[src/rtl/readout_pkg.sv]
package readout_pkg;

  typedef enum logic [1:0] {
    ST_IDLE  = 2'd0,
    ST_RUN   = 2'd1,
    ST_FLUSH = 2'd2,
    ST_FIN   = 2'd3
  } rdState_t;

  typedef struct packed {
    logic latch;   // capture window bounds, load pointer
    logic issue;   // present one read address this cycle
  } ctrlStrobes_t;

endpackage

[src/rtl/readout_datapath.sv]
module readout_datapath
  import readout_pkg::*;
#(
  parameter int ADDR_W = 4,
  parameter int DATA_W = 8
) (
  input  logic              clk,
  input  logic              rstN,
  input  ctrlStrobes_t      strobe,
  input  logic [ADDR_W-1:0] startAddr,
  input  logic [ADDR_W-1:0] endAddr,
  input  logic [DATA_W-1:0] ramRdData,
  output logic [ADDR_W-1:0] ramRdAddr,
  output logic              atEnd,
  output logic [DATA_W-1:0] outData,
  output logic              outValid
);

  localparam logic [ADDR_W-1:0] LAST_ADDR = '1;

  logic [ADDR_W-1:0] curAddr;
  logic [ADDR_W-1:0] endQ;
  logic              validQ;
  logic [DATA_W-1:0] heldData;

  always_ff @(posedge clk) begin
    if (!rstN) begin
      curAddr <= '0;
      endQ    <= '0;
    end else if (strobe.latch) begin
      curAddr <= startAddr;
      endQ    <= endAddr;
    end else if (strobe.issue) begin
      curAddr <= (curAddr == LAST_ADDR) ? '0 : curAddr + 1'b1;
    end
  end

  always_ff @(posedge clk) begin
    if (!rstN) begin
      validQ   <= 1'b0;
      heldData <= '0;
    end else begin
      validQ <= strobe.issue;
      if (validQ) heldData <= ramRdData;
    end
  end

  assign ramRdAddr = curAddr;
  assign atEnd     = (curAddr == endQ);
  assign outValid  = validQ;
  assign outData   = validQ ? ramRdData : heldData;

  AST_DATA_HOLD: assert property (@(posedge clk) disable iff (!rstN)
    ($past(outValid) && !outValid) |-> (outData == $past(outData)));

  AST_VALID_AFTER_ISSUE: assert property (@(posedge clk) disable iff (!rstN)
    strobe.issue |=> outValid);

endmodule

[src/rtl/readout_control.sv]
module readout_control
  import readout_pkg::*;
(
  input  logic         clk,
  input  logic         rstN,
  input  logic         trigFound,
  input  logic         outReady,
  input  logic         atEnd,
  output ctrlStrobes_t strobe,
  output logic         ramRdEn,
  output logic         done
);

  rdState_t state, stateNext;
  logic     trigPrev;
  logic     trigEdge;

  assign trigEdge = trigFound && !trigPrev;

  always_ff @(posedge clk) begin
    if (!rstN) begin
      state    <= ST_IDLE;
      trigPrev <= 1'b0;
    end else begin
      state    <= stateNext;
      trigPrev <= trigFound;
    end
  end

  always_comb begin
    stateNext    = state;
    strobe       = '0;
    unique case (state)
      ST_IDLE: begin
        if (trigEdge) begin
          strobe.latch = 1'b1;
          stateNext    = ST_RUN;
        end
      end
      ST_RUN: begin
        strobe.issue = outReady;
        if (outReady && atEnd) stateNext = ST_FLUSH;
      end
      ST_FLUSH: stateNext = ST_FIN;
      ST_FIN:   stateNext = ST_IDLE;
      default:  stateNext = ST_IDLE;
    endcase
  end

  assign ramRdEn = strobe.issue;
  assign done    = (state == ST_FIN);

  AST_STALL_NO_ISSUE: assert property (@(posedge clk) disable iff (!rstN)
    !outReady |-> !ramRdEn);

  AST_DONE_SINGLE: assert property (@(posedge clk) disable iff (!rstN)
    done |=> !done);

  AST_DONE_QUIET: assert property (@(posedge clk) disable iff (!rstN)
    done |-> !ramRdEn);

endmodule

[src/rtl/readout_ctrl.sv]
module readout_ctrl
  import readout_pkg::*;
#(
  parameter int ADDR_W = 4,
  parameter int DATA_W = 8
) (
  input  logic              clk,
  input  logic              rstN,
  input  logic              trigFound,
  input  logic [ADDR_W-1:0] startAddr,
  input  logic [ADDR_W-1:0] endAddr,
  input  logic              outReady,
  input  logic [DATA_W-1:0] ramRdData,
  output logic [ADDR_W-1:0] ramRdAddr,
  output logic              ramRdEn,
  output logic [DATA_W-1:0] outData,
  output logic              outValid,
  output logic              done
);

  ctrlStrobes_t strobe;
  logic         atEnd;

  readout_control u_control (
    .clk       (clk),
    .rstN      (rstN),
    .trigFound (trigFound),
    .outReady  (outReady),
    .atEnd     (atEnd),
    .strobe    (strobe),
    .ramRdEn   (ramRdEn),
    .done      (done)
  );

  readout_datapath #(
    .ADDR_W (ADDR_W),
    .DATA_W (DATA_W)
  ) u_datapath (
    .clk       (clk),
    .rstN      (rstN),
    .strobe    (strobe),
    .startAddr (startAddr),
    .endAddr   (endAddr),
    .ramRdData (ramRdData),
    .ramRdAddr (ramRdAddr),
    .atEnd     (atEnd),
    .outData   (outData),
    .outValid  (outValid)
  );

  AST_ADDR_STEP: assert property (@(posedge clk) disable iff (!rstN)
    ($past(ramRdEn) && ramRdEn) |-> (ramRdAddr == ADDR_W'($past(ramRdAddr) + 1'b1)));

  AST_DONE_AFTER_WORD: assert property (@(posedge clk) disable iff (!rstN)
    done |-> $past(outValid));

  AST_RESET_QUIET: assert property (@(posedge clk)
    !rstN |=> (!outValid && !done));

endmodule

[config.mk]
export PLATFORM = sky130hd
export DESIGN_NAME = readout_ctrl
export DESIGN_NICKNAME = d
export VERILOG_FILES = /design/src/rtl/readout_pkg.sv /design/src/rtl/readout_datapath.sv /design/src/rtl/readout_control.sv /design/src/rtl/readout_ctrl.sv
export SDC_FILE = /design/constraint.sdc
export NUM_CORES = 1
export LEC_CHECK = 0
export BUFFER_PORTS_ARGS = -buffer_cell sky130_fd_sc_hd__buf_2
export CAP_MARGIN = 10
export CORE_MARGIN = 3
export CORE_UTILIZATION = 51
export DETAILED_ROUTE_END_ITERATION = 16
export GPL_TIMING_DRIVEN = 0
export PLACE_DENSITY = 0.81
export RECOVER_POWER = 50
export SLEW_MARGIN = 10
export SYNTH_ARGS = -nofsm -noshare
export SYNTH_HDL_FRONTEND = slang
export SYNTH_SLANG_ARGS = --single-unit
export TNS_END_PERCENT = 20
[constraint.sdc]
create_clock -name clk -period 4.3 [get_ports clk]
set_clock_uncertainty 0.2 [all_clocks]
set_input_delay 0.43 -clock clk [delete_from_list [all_inputs] [get_ports clk]]
set_output_delay 0.43 -clock clk [all_outputs]
set_load 0.1 [all_outputs]
[Word-level counts from Yosys, hierarchy flattened]
Cells that the tools add are included.
Cells by class
  reduce and logical (&&, ||, !) cells: 6
  $add $sub $neg: 1
  equality and inequality tests: 7
  muxes and demuxes: 10
Operator list (count)
  $mux 4: 3
  $mux 8: 1
  $pmux 2 s4: 1
  $add 4x1->4 const B: 1
  $eq 2x2->1 const B: 2
  $eq 4x4->1: 1
  $eq 4x4->1 const B: 1
  $mux 2: 2
  $ne 2x1->1 const B: 2
  $mux 1: 3
  $eq 2x1->1 const B: 1
  $logic_and 1x1->1: 2
  $logic_not 2->1: 1
  $reduce_and 2->1: 1
  $reduce_bool 2->1: 1
  $logic_not 1->1: 1
Word-level totals
  output and inout port bits: 15
  bits in registers: 20

[Logic depth before layout (Yosys ltp)]
  depth in word-level cells: 5
  mapped depth: 6
  gate-level depth less buffers: 6

[Cells and area by module]
From an unflattened synthesis, not the netlist that was laid out.
Unflattened totals
  cell total of the unflattened synthesis: 95
  area total of the unflattened synthesis: 1019.7 um^2
Modules (own cells, without submodules)
  readout_datapath: area each 785.8 um^2, cells an instance 71, times used 1, seq. area each 340.3 um^2
  readout_control: area each 234.0 um^2, cells an instance 24, times used 1, seq. area each 60.1 um^2

[Worst setup path after synthesis]
No wires, ideal clock.
  kind: register to output
  start: reg u_datapath.validQ (netlist: u_datapath.outValid)
  end: out outData[0]
  data arrival time: 1824 ps
  stages on the path, launching flop included: 3
  slack: 1846 ps
  buffers on the path: 1
  required time: 3670 ps
  path through: dfxtp_1 > buf_2 > mux2_2
Between the ends
  longest elaborated chain between the ends: 1
RTL lines
  start, declared: line readout_datapath.sv:23  | logic validQ;
  start signal, assigned: line readout_datapath.sv:43  | validQ <= strobe.issue;
  $mux 8: line readout_datapath.sv:51  | assign outData = validQ ? ramRdData : heldData;
  end, declared: line readout_ctrl.sv:16  | output logic [DATA_W-1:0] outData,
Every way passes these cells.

[Worst setup path in the final report]
  start: reg u_datapath.validQ (netlist: u_datapath.outValid)
  end: out outData[5]
Same word-level chain as after synthesis.

==> summary.txt <==
Critical-path top delay cell - mux2_2
ys async rst share - 0%
period utilization - 54.4%
H-tree levels - 1
total global routing overflow - 0
Post-Synthesis Cells - 95
register area - 400 um2
Seq cells post-synth - 20
Post-CTS Hold Fix Bufs - 0
worst path arrival time - 1.71 ns
DR iter-0 viols - 11
DP Worst Slack - 2.34 ns
final setup TNS - 0 ns
layout cells sized above 1 - 33.8%
R2R cell count - 6
clock tree buffer depth - 2
Post-Syn Area - 965 um2
Max Fclk - 428 MHz
min Tclk post-route - 2.34 ns
Setup Buffers After CTS - 0
Layout Nets - 160
Reg2Reg Setup Slack - 2.41 ns
post_cts resized - 0
worst r2r dst - u_datapath.endQ[1]
Multi-input gate area - 522 um2
first-pass detailed-route iteration total - 4
Cell variety after synth - 25
Metal-1 WL - 785 um
clk sinks - 20
Synth area leader - dfxtp_1
Rows - 15
Startpoint Class - register
Yosys top cell area share - 41.5%
Max-slew headroom - 22.7%
antenna viol nets, final - 0
Pwr Density - 618 nW/um2
Fill cells - 172
largest cells by area after synthesis - dfxtp_1 42%, mux2_2 9.3%, ha_1 7.8%
CP Cell Sequence - clkbuf_1 -> mux2_2 -> buf_2
Synth Warn # - 0
register area share after synthesis - 41.5%
Hold Path Cell Cnt - 2
status - finished, final reports clean
number of synthesized flops with an enable pin - 0
first-pass GRT wire length - 3260 um
core area - 1760 um2
CP max stage delay - 0.40 ns
end of the worst hold path - u_control.trigPrev
largest net degree at the start of global routing - 12
RSZ-0062 raised after global routing - false
Via density - 5.03
commonest register cell after synthesis - dfxtp_1
DIE WIDTH - 49.5 um
Syn Area/Cell - 10.2 um2
Pleak - 0.000625 uW
Hold Crit Class - in -> reg
I/O Buffers - 34
routed wire length - 1940 um
commonest non-fill, non-tap cell in the layout - buf_2
critical path data required time - 3.67 ns
most frequent cells in the layout - 33 x buf_2, 20 x dfxtp_1, 9 x nand2_1
vias - 794
Root Buffer - clkbuf_4
worst vdd ir - 0.350 mV
Inserted Clock Buffers - 3
initial core utilization - 54.7%
DP Area - 1170 um2
Die Height - 49.5 um
wire length per cell - 12.3 um
worst hold start - trigFound
met3 wire length - 133 um
Area Growth Syn to Fin - 23.5%
met2 wire len - 970 um
CP Max Fanout - 8
Synthesized Nets - 121
IO Count - 35
clock latency on the worst-skew pair - 0.31 ns
worst slew pin tran - 1.16 ns
critical path endpoint category - primary output
Hold Vio Cnt, Final - 0
number of diodes - 0
die footprint - 2450 um2
Global Route Usage Sum - 18.0%
Highest Signal Layer - met4
Final Setup Violations - 0
Worst-path clk slew - 0.11 ns
vias in the first global route - 759
Crit Path Class - reg -> out
maxcap violations - 0
RR Startpoint - u_control.state[0]
number of antenna violations at the first check in global routing - 0
Layout Cell Area excl Fill - 1190 um2
CTS tree - done
DRC - 0
Worst Setup Slack, final - 1.96 ns
hpwl dp - 1520 um
Final Wtd Congestion - 0.739
max-slew violations - 0
Yosys cell counts, types with 2 or more instances:
library cell and number:
nand3_1 5, xor2_1 4, a21oi_1 2, inv_1 3, o21ai_0 3, o211a_1 3
and2_1 9, mux2i_1 6, mux2_2 8, buf_2 2, ha_1 6, dfxtp_1 20
nor2b_1 4, nand2_1 9
state kept, by name, summed over array words and instances, names as in the netlist:
name,cells
u_datapath.outValid,1
u_datapath.heldData,8
u_control.state,2
u_control.trigPrev,1
u_datapath.endQ,4
u_datapath.ramRdAddr,4
kinds of logic after synthesis:
logic type / synth area share, %
and+or+nand+nor: 17.9
AOI/OAI and AO/OA: 9.08
DFF: 41.5
adders and majority gates: 7.78
muxes: 15.6
buffers and inverters: 3.63
xor gates and xnor gates: 4.54
worst max path at each step:
stage               slack [ns]           startpoint         end  depth (start not counted)
floorplan                 1.85  u_datapath.outValid  outData[0]                          2
global placement          2.36   u_control.state[1]     ramRdEn                          5
global route              1.86  u_datapath.outValid  outData[1]                          3
detailed placement        2.34   u_control.state[1]     ramRdEn                          5
CTS                       1.98   u_control.state[1]     ramRdEn                          5
finish                    1.96  u_datapath.outValid  outData[5]                          3
per-layer routing:
metal | up-vias | track usage (%)
met5 | - | 0
met4 | 0 | 12.4
met3 | 4 | 3.02
met2 | 31 | 31.9
met1 | 359 | 19.4
li1 | 400 | -
report_power, final:
part	internal, uW	total [uW]	switching, uW
Clock	51.7	112	60.1
Sequential	216	249	33.2
Combinational	101	375	274
Total	369	736	367
critical path: cells and delay by family (launching register included):
family,cells,cell delay (ns)
buffers and inverters,2,0.64
muxes,1,0.40
DFF,1,0.36
area by class of cell:
type                       count  area share [%]
buffer                         4            1.79
clock buffer                   4            3.05
inverter                       3           0.945
multi-input combinational     68            43.8
sequential                    20            33.6
tap                           25            2.63
timing repair buffer          34            14.2
through the flow:
| stage | hold slack, ns | cells | util [%] | power, uW |
|---|---|---|---|---|
| after floorplan | 0.271 | 95 | - | 572 |
| final | 0.141 | 158 | 67.5 | 736 |
| after detailed placement | 0.304 | 154 | 66.1 | 636 |
| after global placement | 0.283 | 154 | 66.1 | 625 |
| after CTS | 0.138 | 158 | 68.2 | 747 |
| after global routing | 0.170 | 158 | 67.5 | 778 |
Power figures use the tool's default switching activity.
